## config.mk

```make
export PLATFORM = sky130hd
export DESIGN_NAME = acc_pair_seq
export DESIGN_NICKNAME = d
export VERILOG_FILES = /design/src/rtl/pair_seq_pkg.sv /design/src/rtl/pair_seq_ctrl.sv /design/src/rtl/pair_seq_dp.sv /design/src/rtl/acc_pair_seq.sv
export SDC_FILE = /design/constraint.sdc
export NUM_CORES = 1
export LEC_CHECK = 0
export BUFFER_PORTS_ARGS = -buffer_cell sky130_fd_sc_hd__buf_2
export CAP_MARGIN = 5
export CORE_MARGIN = 1.5
export CORE_UTILIZATION = 40
export DETAILED_ROUTE_END_ITERATION = 8
export PLACE_DENSITY_LB_ADDON = 0.25
export SKIP_LAST_GASP = 1
export SLEW_MARGIN = 20
export SYNTH_ARGS = -nofsm -noshare
export SYNTH_HDL_FRONTEND = slang
export SYNTH_HIERARCHICAL = 1
export SYNTH_SLANG_ARGS = --single-unit
```

## constraint.sdc

```tcl
create_clock -name clk -period 8.3 [get_ports clk]
set_input_delay 1.66 -clock clk [delete_from_list [all_inputs] [get_ports clk]]
set_output_delay 1.66 -clock clk [all_outputs]
set_load 0.005 [all_outputs]
```

## src/rtl/pair_seq_pkg.sv

```systemverilog
package pair_seq_pkg;
  localparam int WORD_W  = 40;
  localparam int HALF_W  = WORD_W / 2;
  localparam int OP_W    = 8;
  localparam int FIELD_W = HALF_W - OP_W;

  localparam logic [OP_W-1:0] OP_HALT = 8'h00;
  localparam logic [OP_W-1:0] OP_LOAD = 8'h01;
  localparam logic [OP_W-1:0] OP_ADD  = 8'h05;
  localparam logic [OP_W-1:0] OP_STOR = 8'h21;

  typedef enum logic [3:0] {
    S_IDLE, S_FADR, S_FRD, S_DECL, S_DECR,
    S_EXEC, S_RRD, S_ACC, S_WR, S_NEXT, S_HALT
  } seq_state_e;

  typedef struct packed {
    logic mar_pc;
    logic mbr_mem;
    logic dec_left;
    logic dec_right;
    logic mbr_ac;
    logic ac_load;
    logic ac_add;
    logic pc_inc;
    logic mem_we;
  } seq_ctl_t;
endpackage

```

## src/rtl/pair_seq_ctrl.sv

```systemverilog
module pair_seq_ctrl
  import pair_seq_pkg::*;
(
  input  logic                 clk,
  input  logic                 rst_n,
  input  logic                 start_i,
  input  logic [OP_W-1:0]      op_i,
  input  logic                 pend_i,
  output seq_state_e           state_o,
  output seq_ctl_t             ctl_o
);
  seq_state_e state_q, state_d;

  always_comb begin
    state_d = state_q;
    ctl_o   = '0;
    unique case (state_q)
      S_IDLE: if (start_i) begin
        ctl_o.mar_pc = 1'b1;
        state_d      = S_FADR;
      end
      S_FADR: state_d = S_FRD;
      S_FRD: begin
        ctl_o.mbr_mem = 1'b1;
        state_d       = S_DECL;
      end
      S_DECL: begin
        ctl_o.dec_left = 1'b1;
        state_d        = S_EXEC;
      end
      S_DECR: begin
        ctl_o.dec_right = 1'b1;
        state_d         = S_EXEC;
      end
      S_EXEC: begin
        case (op_i)
          OP_LOAD, OP_ADD: state_d = S_RRD;
          OP_STOR: begin
            ctl_o.mbr_ac = 1'b1;
            state_d      = S_WR;
          end
          OP_HALT: state_d = S_HALT;
          default: state_d = S_NEXT;
        endcase
      end
      S_RRD: begin
        ctl_o.mbr_mem = 1'b1;
        state_d       = S_ACC;
      end
      S_ACC: begin
        if (op_i == OP_LOAD) ctl_o.ac_load = 1'b1;
        else                 ctl_o.ac_add  = 1'b1;
        state_d = S_NEXT;
      end
      S_WR: begin
        ctl_o.mem_we = 1'b1;
        state_d      = S_NEXT;
      end
      S_NEXT: begin
        if (pend_i) state_d = S_DECR;
        else begin
          ctl_o.pc_inc = 1'b1;
          state_d      = S_FADR;
        end
      end
      S_HALT: state_d = S_HALT;
      default: state_d = S_IDLE;
    endcase
  end

  always_ff @(posedge clk or negedge rst_n) begin
    if (!rst_n) state_q <= S_IDLE;
    else        state_q <= state_d;
  end

  assign state_o = state_q;

  p_halt_sticky_r8: assert property (@(posedge clk) disable iff (!rst_n)
    (state_q == S_HALT) |=> (state_q == S_HALT));
endmodule

```

## src/rtl/pair_seq_dp.sv

```systemverilog
module pair_seq_dp
  import pair_seq_pkg::*;
#(
  parameter int ADDR_W     = 12,
  parameter int START_ADDR = 0
) (
  input  logic                 clk,
  input  logic                 rst_n,
  input  seq_ctl_t             ctl_i,
  input  logic [WORD_W-1:0]    rdata_i,
  output logic [ADDR_W-1:0]    mar_o,
  output logic [WORD_W-1:0]    mbr_o,
  output logic [ADDR_W-1:0]    pc_o,
  output logic [WORD_W-1:0]    acc_o,
  output logic [OP_W-1:0]      ir_o,
  output logic                 pend_o
);
  localparam logic [ADDR_W-1:0] PC_RST = ADDR_W'(START_ADDR);

  logic [ADDR_W-1:0] pc_q, pc_d, mar_q, mar_d;
  logic [WORD_W-1:0] mbr_q, mbr_d, acc_q, acc_d;
  logic [OP_W-1:0]   ir_q, ir_d;
  logic [HALF_W-1:0] ibr_q, ibr_d;
  logic              pend_q, pend_d;

  logic [HALF_W-1:0]  left_half;
  logic [FIELD_W-1:0] left_fld, right_fld;
  logic [ADDR_W-1:0]  pc_plus;

  assign left_half = mbr_q[WORD_W-1 -: HALF_W];
  assign left_fld  = left_half[FIELD_W-1:0];
  assign right_fld = ibr_q[FIELD_W-1:0];
  assign pc_plus   = pc_q + 1'b1;

  always_comb begin
    pc_d   = pc_q;
    mar_d  = mar_q;
    mbr_d  = mbr_q;
    acc_d  = acc_q;
    ir_d   = ir_q;
    ibr_d  = ibr_q;
    pend_d = pend_q;
    if (ctl_i.mar_pc)  mar_d = pc_q;
    if (ctl_i.mbr_mem) mbr_d = rdata_i;
    if (ctl_i.mbr_ac)  mbr_d = acc_q;
    if (ctl_i.dec_left) begin
      ir_d   = left_half[HALF_W-1 -: OP_W];
      mar_d  = left_fld[ADDR_W-1:0];
      ibr_d  = mbr_q[HALF_W-1:0];
      pend_d = 1'b1;
    end
    if (ctl_i.dec_right) begin
      ir_d   = ibr_q[HALF_W-1 -: OP_W];
      mar_d  = right_fld[ADDR_W-1:0];
      pend_d = 1'b0;
    end
    if (ctl_i.ac_load) acc_d = mbr_q;
    if (ctl_i.ac_add)  acc_d = acc_q + mbr_q;
    if (ctl_i.pc_inc) begin
      pc_d  = pc_plus;
      mar_d = pc_plus;
    end
  end

  always_ff @(posedge clk or negedge rst_n) begin
    if (!rst_n) begin
      pc_q   <= PC_RST;
      mar_q  <= '0;
      mbr_q  <= '0;
      acc_q  <= '0;
      ir_q   <= '0;
      ibr_q  <= '0;
      pend_q <= 1'b0;
    end else begin
      pc_q   <= pc_d;
      mar_q  <= mar_d;
      mbr_q  <= mbr_d;
      acc_q  <= acc_d;
      ir_q   <= ir_d;
      ibr_q  <= ibr_d;
      pend_q <= pend_d;
    end
  end

  assign mar_o  = mar_q;
  assign mbr_o  = mbr_q;
  assign pc_o   = pc_q;
  assign acc_o  = acc_q;
  assign ir_o   = ir_q;
  assign pend_o = pend_q;

  // PC moves only when no right half is waiting
  p_pc_after_pair_r7: assert property (@(posedge clk) disable iff (!rst_n)
    !$stable(pc_q) |-> !$past(pend_q));
  // buffered right half is not disturbed while pending
  p_ibr_held_r6: assert property (@(posedge clk) disable iff (!rst_n)
    (pend_q && $past(pend_q)) |-> $stable(ibr_q));
endmodule

```

## src/rtl/acc_pair_seq.sv

```systemverilog
module acc_pair_seq
  import pair_seq_pkg::*;
#(
  parameter int ADDR_W     = 12,
  parameter int START_ADDR = 0
) (
  input  logic                 clk,
  input  logic                 rst_n,
  input  logic                 start_i,
  output logic [ADDR_W-1:0]    mem_addr_o,
  output logic [WORD_W-1:0]    mem_wdata_o,
  output logic                 mem_we_o,
  input  logic [WORD_W-1:0]    mem_rdata_i,
  output logic                 halted_o,
  output logic [ADDR_W-1:0]    pc_o,
  output logic [WORD_W-1:0]    acc_o
);
  logic [1:0]       rst_sync_q;
  logic             rst_int_n;
  seq_state_e       state;
  seq_ctl_t         ctl;
  logic [OP_W-1:0]  ir;
  logic             pend;

  always_ff @(posedge clk or negedge rst_n) begin
    if (!rst_n) rst_sync_q <= 2'b00;
    else        rst_sync_q <= {rst_sync_q[0], 1'b1};
  end
  assign rst_int_n = rst_sync_q[1];

  pair_seq_ctrl u_ctrl (
    .clk     (clk),
    .rst_n   (rst_int_n),
    .start_i (start_i),
    .op_i    (ir),
    .pend_i  (pend),
    .state_o (state),
    .ctl_o   (ctl)
  );

  pair_seq_dp #(
    .ADDR_W     (ADDR_W),
    .START_ADDR (START_ADDR)
  ) u_dp (
    .clk     (clk),
    .rst_n   (rst_int_n),
    .ctl_i   (ctl),
    .rdata_i (mem_rdata_i),
    .mar_o   (mem_addr_o),
    .mbr_o   (mem_wdata_o),
    .pc_o    (pc_o),
    .acc_o   (acc_o),
    .ir_o    (ir),
    .pend_o  (pend)
  );

  assign mem_we_o = ctl.mem_we;
  assign halted_o = (state == S_HALT);

  p_store_data_r5: assert property (@(posedge clk) disable iff (!rst_int_n)
    mem_we_o |-> (mem_wdata_o == acc_o));
  p_halt_quiet_r8: assert property (@(posedge clk) disable iff (!rst_int_n)
    halted_o |=> ($stable(pc_o) && !mem_we_o));
  p_nop_keeps_ac_r9: assert property (@(posedge clk) disable iff (!rst_int_n)
    ((state == S_EXEC) && (ir != OP_LOAD) && (ir != OP_ADD)) |=> $stable(acc_o));
  p_idle_quiet_r1: assert property (@(posedge clk) disable iff (!rst_int_n)
    (state == S_IDLE) |-> (!mem_we_o && acc_o == '0));
endmodule

```

; Yosys cells after proc, flatten, opt, wreduce, memory -nomap -nowiden
; Index checks and enable logic that the tools add are counted.
[classes]
n_addsub = 2
eq_ne = 14
reduce_logical = 10
mux = 29
[op_table]
columns = operator, count
row1 = two-way mux 40 bit, 4
row2 = two-way mux 12 bit, 4
row3 = adder 40 bit, 1
row4 = case mux 4 bit (9 select lines), 1
row5 = == test 4 x 3 -> 1 bit (second input constant), 4
row6 = two-way mux 8 bit, 2
row7 = two-way mux 1 bit, 14
row8 = adder 12 x 1 -> 12 bit (second input constant), 1
row9 = == test 4 bit (second input constant), 3
row10 = case mux 4 bit (3 select lines), 1
row11 = == test 4 x 2 -> 1 bit (second input constant), 2
row12 = == test 8 x 1 -> 1 bit (second input constant), 1
row13 = == test 8 x 3 -> 1 bit (second input constant), 1
row14 = == test 8 x 6 -> 1 bit (second input constant), 1
row15 = zero test 8 bit, 1
row16 = OR reduction 2 bit, 4
row17 = nonzero test 2 bit, 3
row18 = == test 4 x 1 -> 1 bit (second input constant), 1
row19 = zero test 4 bit, 1
row20 = two-way mux 4 bit, 1
row21 = nonzero test 4 bit, 1
row22 = two-way mux 3 bit, 1
row23 = two-way mux 2 bit, 1
row24 = != test 2 bit (second input constant), 1
[totals]
reg_bits = 139
elab_cells = 64
input_bits = 43
output_inout_bits = 106

; Longest topological paths before layout
; Gate-level depths: netlist of run 1.
[depth]
ltp_word = 6
ltp_mapped = 12
depth_no_buf = 12

; Cells and area by module
; The synthesis of run 1 kept the hierarchy.
[modules_own_cells]
columns = mod, seq_area_each_um2, area_per_inst_um2, n_inst, cells_each
row1 = pair_seq_dp, 3328.2, 8399.3, 1, 895
row2 = pair_seq_ctrl, 100.1, 382.9, 1, 50
row3 = acc_pair_seq, 50.0, 66.3, 1, 4

; Least setup slack after synthesis of run 1
; OpenSTA, ideal clock, no wires.
[synth_path]
path_kind = input-to-reg
start = input start_i
end = register u_dp.mar_q[1], in the netlist u_dp/mar_o[1]
path_slack_ns = 5.257
required_time_ns = 8.163
t_arrival_ns = 2.906
setup_time_ns = 0.137
path_stages = 6
path_buffers = 1
cell_sequence = and3_1 > nor3_1 > clkbuf_1 > nor2_1 > a21oi_1 > o21ai_0
[synth_between]
elab_chain_cells = 3
[synth_rtl]
columns = item, line
row1 = start: declaration, acc_pair_seq.sv:9  ; input logic start_i,
row2 = two-way mux 1 bit, pair_seq_ctrl.sv:18  ; S_IDLE: if (start_i) begin
row3 = two-way mux 1 bit, pair_seq_ctrl.sv:17  ; unique case (state_q)
row4 = nonzero test 4 bit (no line), n/a
row5 = end signal: assignment, pair_seq_dp.sv:76  ; mar_q <= mar_d;
row6 = end: declaration, pair_seq_dp.sv:20  ; logic [ADDR_W-1:0] pc_q, pc_d, mar_q, mar_d;
; No other way between the ends.
; A chain may end at the register's enable or synchronous reset.

==> results.py, run 1 <==
metrics = {
    "run_status": {
        "outcome": "completed",
    },
    "logic_synthesis": {
        "yosys.area.top_type": "dfrtp_1",
        "async_flop_share": 1.000,
        "synth_nets": 1033,
        "syn-cell-area_um2": 8848,
        "synth_most_common_cell": "dfrtp_1",
        "synth_commonest_cells": "139 x dfrtp_1, 115 x nand2_1, 107 x o21ai_0",
        "synth_warnings": 6,
        "synth_cell_type_count": 69,
        "synth.top_cells.by_area": "dfrtp_1 39%, mux2i_1 10%, o21ai_0 6.1%, ha_1 5.7%, nand2_1 4.9%",
        "synth_top_area_share": 0.3931,
        "yosysSeqAreaShare": 0.3931,
        "synthCells": 949,
        "synth.ff_latch_count": 139,
        "avgSynthCellArea_um2": 9.324,
        "synth_flop_cell": "dfrtp_1",
        "synth_edf_count": 0,
    },
    "sta": {
        "fin_tns_setup_ns": 0,
        "skew_ns": 0.006353,
        "whs_ns": 0.3485,
        "setup_viol": 0,
        "slew_violations": 0,
        "rsz0062_at_grt": "false",
        "slew-limit-headroom": 0.2364,
        "post-route-period-util": 0.4331,
        "tightest_slew_ns": 1.139,
        "hold_viol": 0,
        "max_freq_ghz": 0.2782,
        "post-route-min-period_ns": 3.595,
    },
    "grt": {
        "overflow": 0,
        "grt_max_degree": 80,
        "antenna_found_initial": 0,
        "grt_usage": 0.2195,
        "grt_pass1_wl_mm": 38.66,
        "grt_pass1_vias": 6906,
    },
    "die": {
        "core-area_um2": 21760,
        "num_rows": 54,
        "boundaryPins": 149,
        "start_util": 0.4067,
        "die_width_um": 151.7,
        "die_h_um": 151.7,
        "dieArea_um2": 23020,
    },
    "critical_path": {
        "arrival_ns": 3.85,
        "cp.required_ns": 8.55,
        "reg2regPathDepth": 7,
        "cp-start-kind": "register",
        "critPathSlowestCell": "nor3_2",
        "critical_path.max_fanout": 40,
        "endpoint_kind": "register",
        "crit_path_max_incr_delay_ns": 0.89,
        "path_delay_family": "simple AND/OR/NAND/NOR gates",
        "crit_type": "reg -> reg",
        "path_cells": "nor4b_1 -> nand2_1 -> nor3_2 -> buf_4 -> mux2_2 -> o22ai_1 -> a311oi_1",
        "cp_num_cells": 7,
        "cp_num_buf_inv": 1,
    },
    "clock_network": {
        "cts_root_buffer": "clkbuf_16",
        "postCtsHoldBufs": 0,
        "clock_insertion_delay_worst_skew_ns": 0.42,
        "cts_sinks": 139,
        "cts_resized": 0,
        "cts_buffer_depth": 2,
        "path_clk_slew_ns": 0.06,
        "cts_inserted_buffers": 17,
        "ctsHtreeMaxLevel": 4,
        "cts_setup_buffers": 0,
        "cts_tree": "done",
    },
    "power": {
        "p_leak_nw": 4.465,
        "ir_worst_vdd_uv": 165.4,
        "powerDensity_nw_per_um2": 451.3,
    },
    "place": {
        "portBuffers": 148,
        "place.gp.congestion": 0.8552,
        "place_hpwl_mm": 17.81,
        "postPlaceCellArea_um2": 9834,
    },
    "cells_and_area": {
        "final_layout_size_suffix_gt1_frac": 0.2250,
        "final_area_um2": 10480,
        "fin_util": 0.4815,
        "finalNetCount": 1160,
        "diodes": 0,
        "syn_to_final_growth_pct": 18.38,
    },
    "routing": {
        "final_antenna_net_count": 0,
        "dr.pass1.iters": 5,
        "drc_errors": 0,
        "wirelength_mm": 24.52,
        "vias_per_cell": 5.490,
        "drt_iter0_markers": 604,
        "vias": 7516,
        "wl_per_cell_um": 17.91,
    },
    "run": {
        "maxCapViolCount": 0,
    },
    "min_path": {
        "min_delay_path_depth": 0,
        "hold_path_class": "reg -> reg",
    },
}
## metal layers
metal / vias to the layer above / GRT usage / wire length (µm)
met4: 0 / 0.08269 / 648
met5: - / 0 / 0
met3: 34 / 0.03653 / 1052
met2: 189 / 0.3382 / 11170
li1: 3681 / - / -
met1: 3612 / 0.3082 / 11660
## kinds of logic after synthesis
| family | count (synthesis) | share of synthesized area |
|---|---|---|
| multiplexers | 113 | 0.1311 |
| AND/OR/NAND/NOR | 265 | 0.1424 |
| AO/OA/AOI/OAI | 270 | 0.1888 |
| flip-flops | 139 | 0.3931 |
| XOR/XNOR | 51 | 0.05048 |
| adder cells (fa/ha/maj) | 41 | 0.05882 |
| other | 1 | 0.0004238 |
| buffers and inverters | 69 | 0.03492 |
## area by class of cell
| cell class | count | area [µm²] |
|---|---|---|
| repair buffers | 161 | 842.1 |
| multi-input cells | 741 | 5104 |
| flip-flops and latches | 139 | 3482 |
| clock inverters | 11 | 166.4 |
| well taps | 280 | 350.3 |
| inverters | 16 | 60.06 |
| fillers | 2110 | 11280 |
| clock buffers | 21 | 470.5 |
## worst reg2reg max path: stages (launching register included)
cell,delay (ns)
dfrtp_1,0.39
nor4b_1,0.74
nand2_1,0.13
nor3_2,0.89
buf_4,0.65
mux2_2,0.43
o22ai_1,0.15
a311oi_1,0.06
## placed cells by master, fill, tap and decap left out, drive strengths merged, types with 4 or more instances in the layout
cell type and instances:
mux2 23, nor2 51, xor2 18, nor3 20
bufinv 4, o22ai 4, o21bai 6, nand2b 10
nor2b 16, a21o 12, buf 161, or3 4
dfrtp 139, clkbuf 21, clkinv 5, a211oi 28
o211ai 6, a21oi 73, a311oi 6, mux2i 90
xnor2 33, nand4 6, ha 40, nand3 15
and4 5, inv 15, o21ai 110, and3 12
nand2 115
## metrics by stage
| step | instances | power, W | setup WS, ns |
|---|---|---|---|
| 2_1_floorplan | 949 | 0.003121 | 4.140 |
| 3_3_place_gp | 1337 | 0.003856 | 4.811 |
| 3_5_place_dp | 1337 | 0.003887 | 4.768 |
| 4_1_cts | 1369 | 0.004736 | 4.737 |
| 5_1_grt | 1369 | 0.005126 | 4.515 |
| 6_report | 1369 | 0.004728 | 4.705 |
## state kept, by name (all words and copies together) (netlist names)
name and count:
u_dp/ir_o 8, u_dp/pc_o 12, u_dp/ibr_q 20, u_dp/mbr_o 40, u_dp/acc_o 40, rst_sync_q 2, u_dp/mar_o 12, u_dp/pend_o 1
u_ctrl/state_o 4
## report_power, final
group	leakage (nW)	internal, W	total, W	switching (W)
logic	2.49	0.00111	0.00250	0.00138
registers	1.67	0.000983	0.00141	0.000431
clock network	0.305	0.000526	0.000817	0.000292
## path summary, 6_finish.rpt
check / slack (ns) / startpoint / end
min in group asynchronous: 0.46 / rst_sync_q[1] / u_dp/mbr_o[24]
min reg2reg: 0.35 / rst_sync_q[0] / rst_sync_q[1]
max: 4.70 / u_dp/ir_o[1] / u_dp/acc_o[33]
max in group asynchronous: 6.59 / rst_sync_q[1] / u_dp/mbr_o[1]
min: 0.35 / rst_sync_q[0] / rst_sync_q[1]
max reg2reg: 4.70 / u_dp/ir_o[1] / u_dp/acc_o[33]
Note: power is estimated with default switching activity, not from simulation.
==> run 2: changes to the inputs <==
- ABC_AREA: default -> 1
- clock period: 8.3 -> 3 ns (I/O delays scaled with it)
==> run 2 against run 1 <==
Net effect: clock skew grew 0.0087 ns; die area grew 7.5%; fmax grew 49%; final cell count grew 37%; synthesized cell count grew 48%; critical path depth grew 8; setup slack lost 4.1 ns; final area grew 7.3%; sequential cell count is the same; largest cell class unchanged; largest power group unchanged; highest routed layer unchanged.
==> results.py, run 2 <==
metrics = {
    "logic_synthesis": {
        "synth.ff_latch_count": 139,
        "avgSynthCellArea_um2": 6.801,
        "synthCells": 1401,
        "synth_edf_count": 0,
        "synth_cell_type_count": 43,
        "synth_top_area_share": 0.3651,
        "synth_flop_cell": "dfrtp_1",
        "synth.top_cells.by_area": "dfrtp_1 37%, nand2_1 16%, inv_1 8.4%, nor2_1 5.3%, ha_1 5.3%",
        "synth_most_common_cell": "nand2_1",
        "yosys.area.top_type": "dfrtp_1",
        "synth_warnings": 6,
        "synth_nets": 1485,
        "synth_commonest_cells": "413 x nand2_1, 214 x inv_1, 139 x dfrtp_1",
        "yosysSeqAreaShare": 0.3651,
        "async_flop_share": 1.000,
        "syn-cell-area_um2": 9528,
    },
    "critical_path": {
        "crit_type": "reg -> reg",
        "cp.required_ns": 3.31,
        "arrival_ns": 2.72,
        "endpoint_kind": "register",
        "cp-start-kind": "register",
        "crit-reg2reg-launch": "u_dp/acc_o[0]",
        "cp-startpoint": "u_dp/acc_o[0]",
        "reg2regPathDepth": 15,
        "critical_path.max_fanout": 5,
        "endpoint": "u_dp/acc_o[32]",
        "worstReg2RegEnd": "u_dp/acc_o[32]",
        "r2r_setup_slack_ns": 0.59,
    },
    "min_path": {
        "hold_path.startpoint": "rst_sync_q[0]",
        "hold_path_class": "reg -> reg",
    },
    "routing": {
        "dr.pass1.iters": 5,
        "wirelength_mm": 31.05,
        "vias_per_cell": 5.195,
        "wl_per_cell_um": 16.60,
        "final_antenna_net_count": 0,
        "drc_errors": 0,
        "vias": 9719,
        "drt_iter0_markers": 866,
    },
    "clock_network": {
        "ctsHtreeMaxLevel": 4,
        "cts_setup_buffers": 0,
        "path_clk_slew_ns": 0.06,
        "cts_root_buffer": "clkbuf_16",
        "cts_buffer_depth": 2,
        "cts_sinks": 139,
        "cts_tree": "done",
        "cts_inserted_buffers": 17,
        "clock_insertion_delay_worst_skew_ns": 0.43,
    },
    "cells_and_area": {
        "diodes": 0,
        "finalNetCount": 1623,
        "nFillCells": 2414,
        "final_cell_mix": "413 x nand2_1, 214 x inv_1, 148 x buf_2",
        "final_layout_size_suffix_gt1_frac": 0.1598,
        "syn_to_final_growth_pct": 18.00,
        "final_common_cell": "nand2_1",
    },
    "sta": {
        "hold_viol": 0,
        "rsz0062_at_grt": "false",
        "post-route-period-util": 0.8048,
        "slew-limit-headroom": 0.3477,
        "setup_viol": 0,
        "fin_tns_setup_ns": 0,
        "skew_ns": 0.01502,
        "slew_violations": 0,
        "tightest_slew_ns": 0.9774,
        "max_freq_ghz": 0.4142,
        "post-route-min-period_ns": 2.414,
        "timing.final.ws_setup_ns": 0.5856,
    },
    "grt": {
        "grt_usage": 0.2545,
        "grt_pass1_vias": 8882,
        "grt_max_degree": 58,
        "antenna_found_initial": 0,
        "grt_pass1_wl_mm": 48.28,
        "overflow": 0,
    },
    "place": {
        "place.gp.congestion": 0.9594,
        "place_hpwl_mm": 23.98,
        "pre_cts_ws_ns": 0.6512,
        "portBuffers": 148,
    },
    "power": {
        "powerDensity_nw_per_um2": 1359,
        "p_leak_nw": 5.929,
        "ir_worst_vdd_uv": 531.3,
    },
    "die": {
        "die_width_um": 157.3,
        "boundaryPins": 149,
        "dieArea_um2": 24750,
        "num_rows": 56,
        "start_util": 0.4071,
        "core-area_um2": 23400,
        "die_h_um": 157.3,
    },
    "run_status": {
        "outcome": "completed",
    },
    "run": {
        "maxCapViolCount": 0,
    },
}
==> run 2: worst min-delay path by stage <==
| stage | end | slack (ns) | depth (start not counted) |
|---|---|---|---|
| after floorplan | rst_sync_q[0] | 0.30 | 0 |
| after global placement | rst_sync_q[1] | 0.34 | 0 |
| after detailed placement | rst_sync_q[1] | 0.34 | 0 |
| after CTS | rst_sync_q[1] | 0.35 | 0 |
| after global routing | rst_sync_q[1] | 0.37 | 0 |
| final | rst_sync_q[1] | 0.35 | 0 |
==> run 2: logic make-up (layout without fill, tap and decap cells) <==
kind of cell,Yosys count,count (layout),share of synthesized area
compound gates,233,233,0.1452
xor+xnor,18,18,0.01655
fa+ha+maj,41,41,0.05463
buf+inv,268,419,0.1076
flops,139,139,0.3651
other cells,1,1,0.0003936
simple gates,701,701,0.3106
==> run 2: cell type report <==
class,instances,area (µm²),area share
multi-input cells,994,5032,0.4476
flip-flops and latches,139,3482,0.3097
repair buffers,165,908.4,0.08079
inverters,222,833.3,0.07412
clock buffers,17,425.4,0.03784
well taps,319,399.1,0.03550
clock inverters,15,162.7,0.01447
==> run 2: metrics by stage <==
step                      cells  power (W)  hold WS [ns]  utilization  area (µm²)
final                      1871    0.01528        0.3498       0.4804       11240
after global routing       1871    0.01670        0.3666       0.4804       11240
after CTS                  1871    0.01520        0.3531       0.4804       11240
after detailed placement   1838    0.01299        0.3389       0.4549       10650
after global placement     1838    0.01288        0.3354       0.4549       10650
after floorplan            1401    0.01003        0.3044            -        9529
==> run 2: worst max-delay path, stage by stage (launching register included) <==
cell,delay (ns)
dfrtp_1,0.41
ha_1,0.26
inv_1,0.08
fa_1,0.36
inv_1,0.16
nand3_1,0.09
nand3_1,0.16
nand2_1,0.09
nand2_2,0.11
nand2_1,0.08
nand2_1,0.12
nand2_1,0.08
nand3_1,0.08
nand3_1,0.09
nand2_1,0.07
nand2_1,0.05
==> run 2: report_power, final <==
group | leakage, nW | internal [W] | switching (W)
sequential | 1.58 | 0.00280 | 0.00113
clock | 0.286 | 0.00124 | 0.000896
combinational | 4.06 | 0.00336 | 0.00587
total | 5.93 | 0.00739 | 0.00789
==> run 2: repair_timing <==
item | 4_1_cts | 5_1_grt
endpoints found under the hold margin | 2 | 0
resized for setup | 0 | 0
hold buffers | 1 | 0
==> run 2: layer usage <==
layer,vias to the layer above,track usage,wire [µm]
met3,51,0.04983,2030
met2,324,0.3845,13670
li1,4791,-,-
met4,0,0.1015,885
met1,4553,0.3562,14470
met5,-,0,0
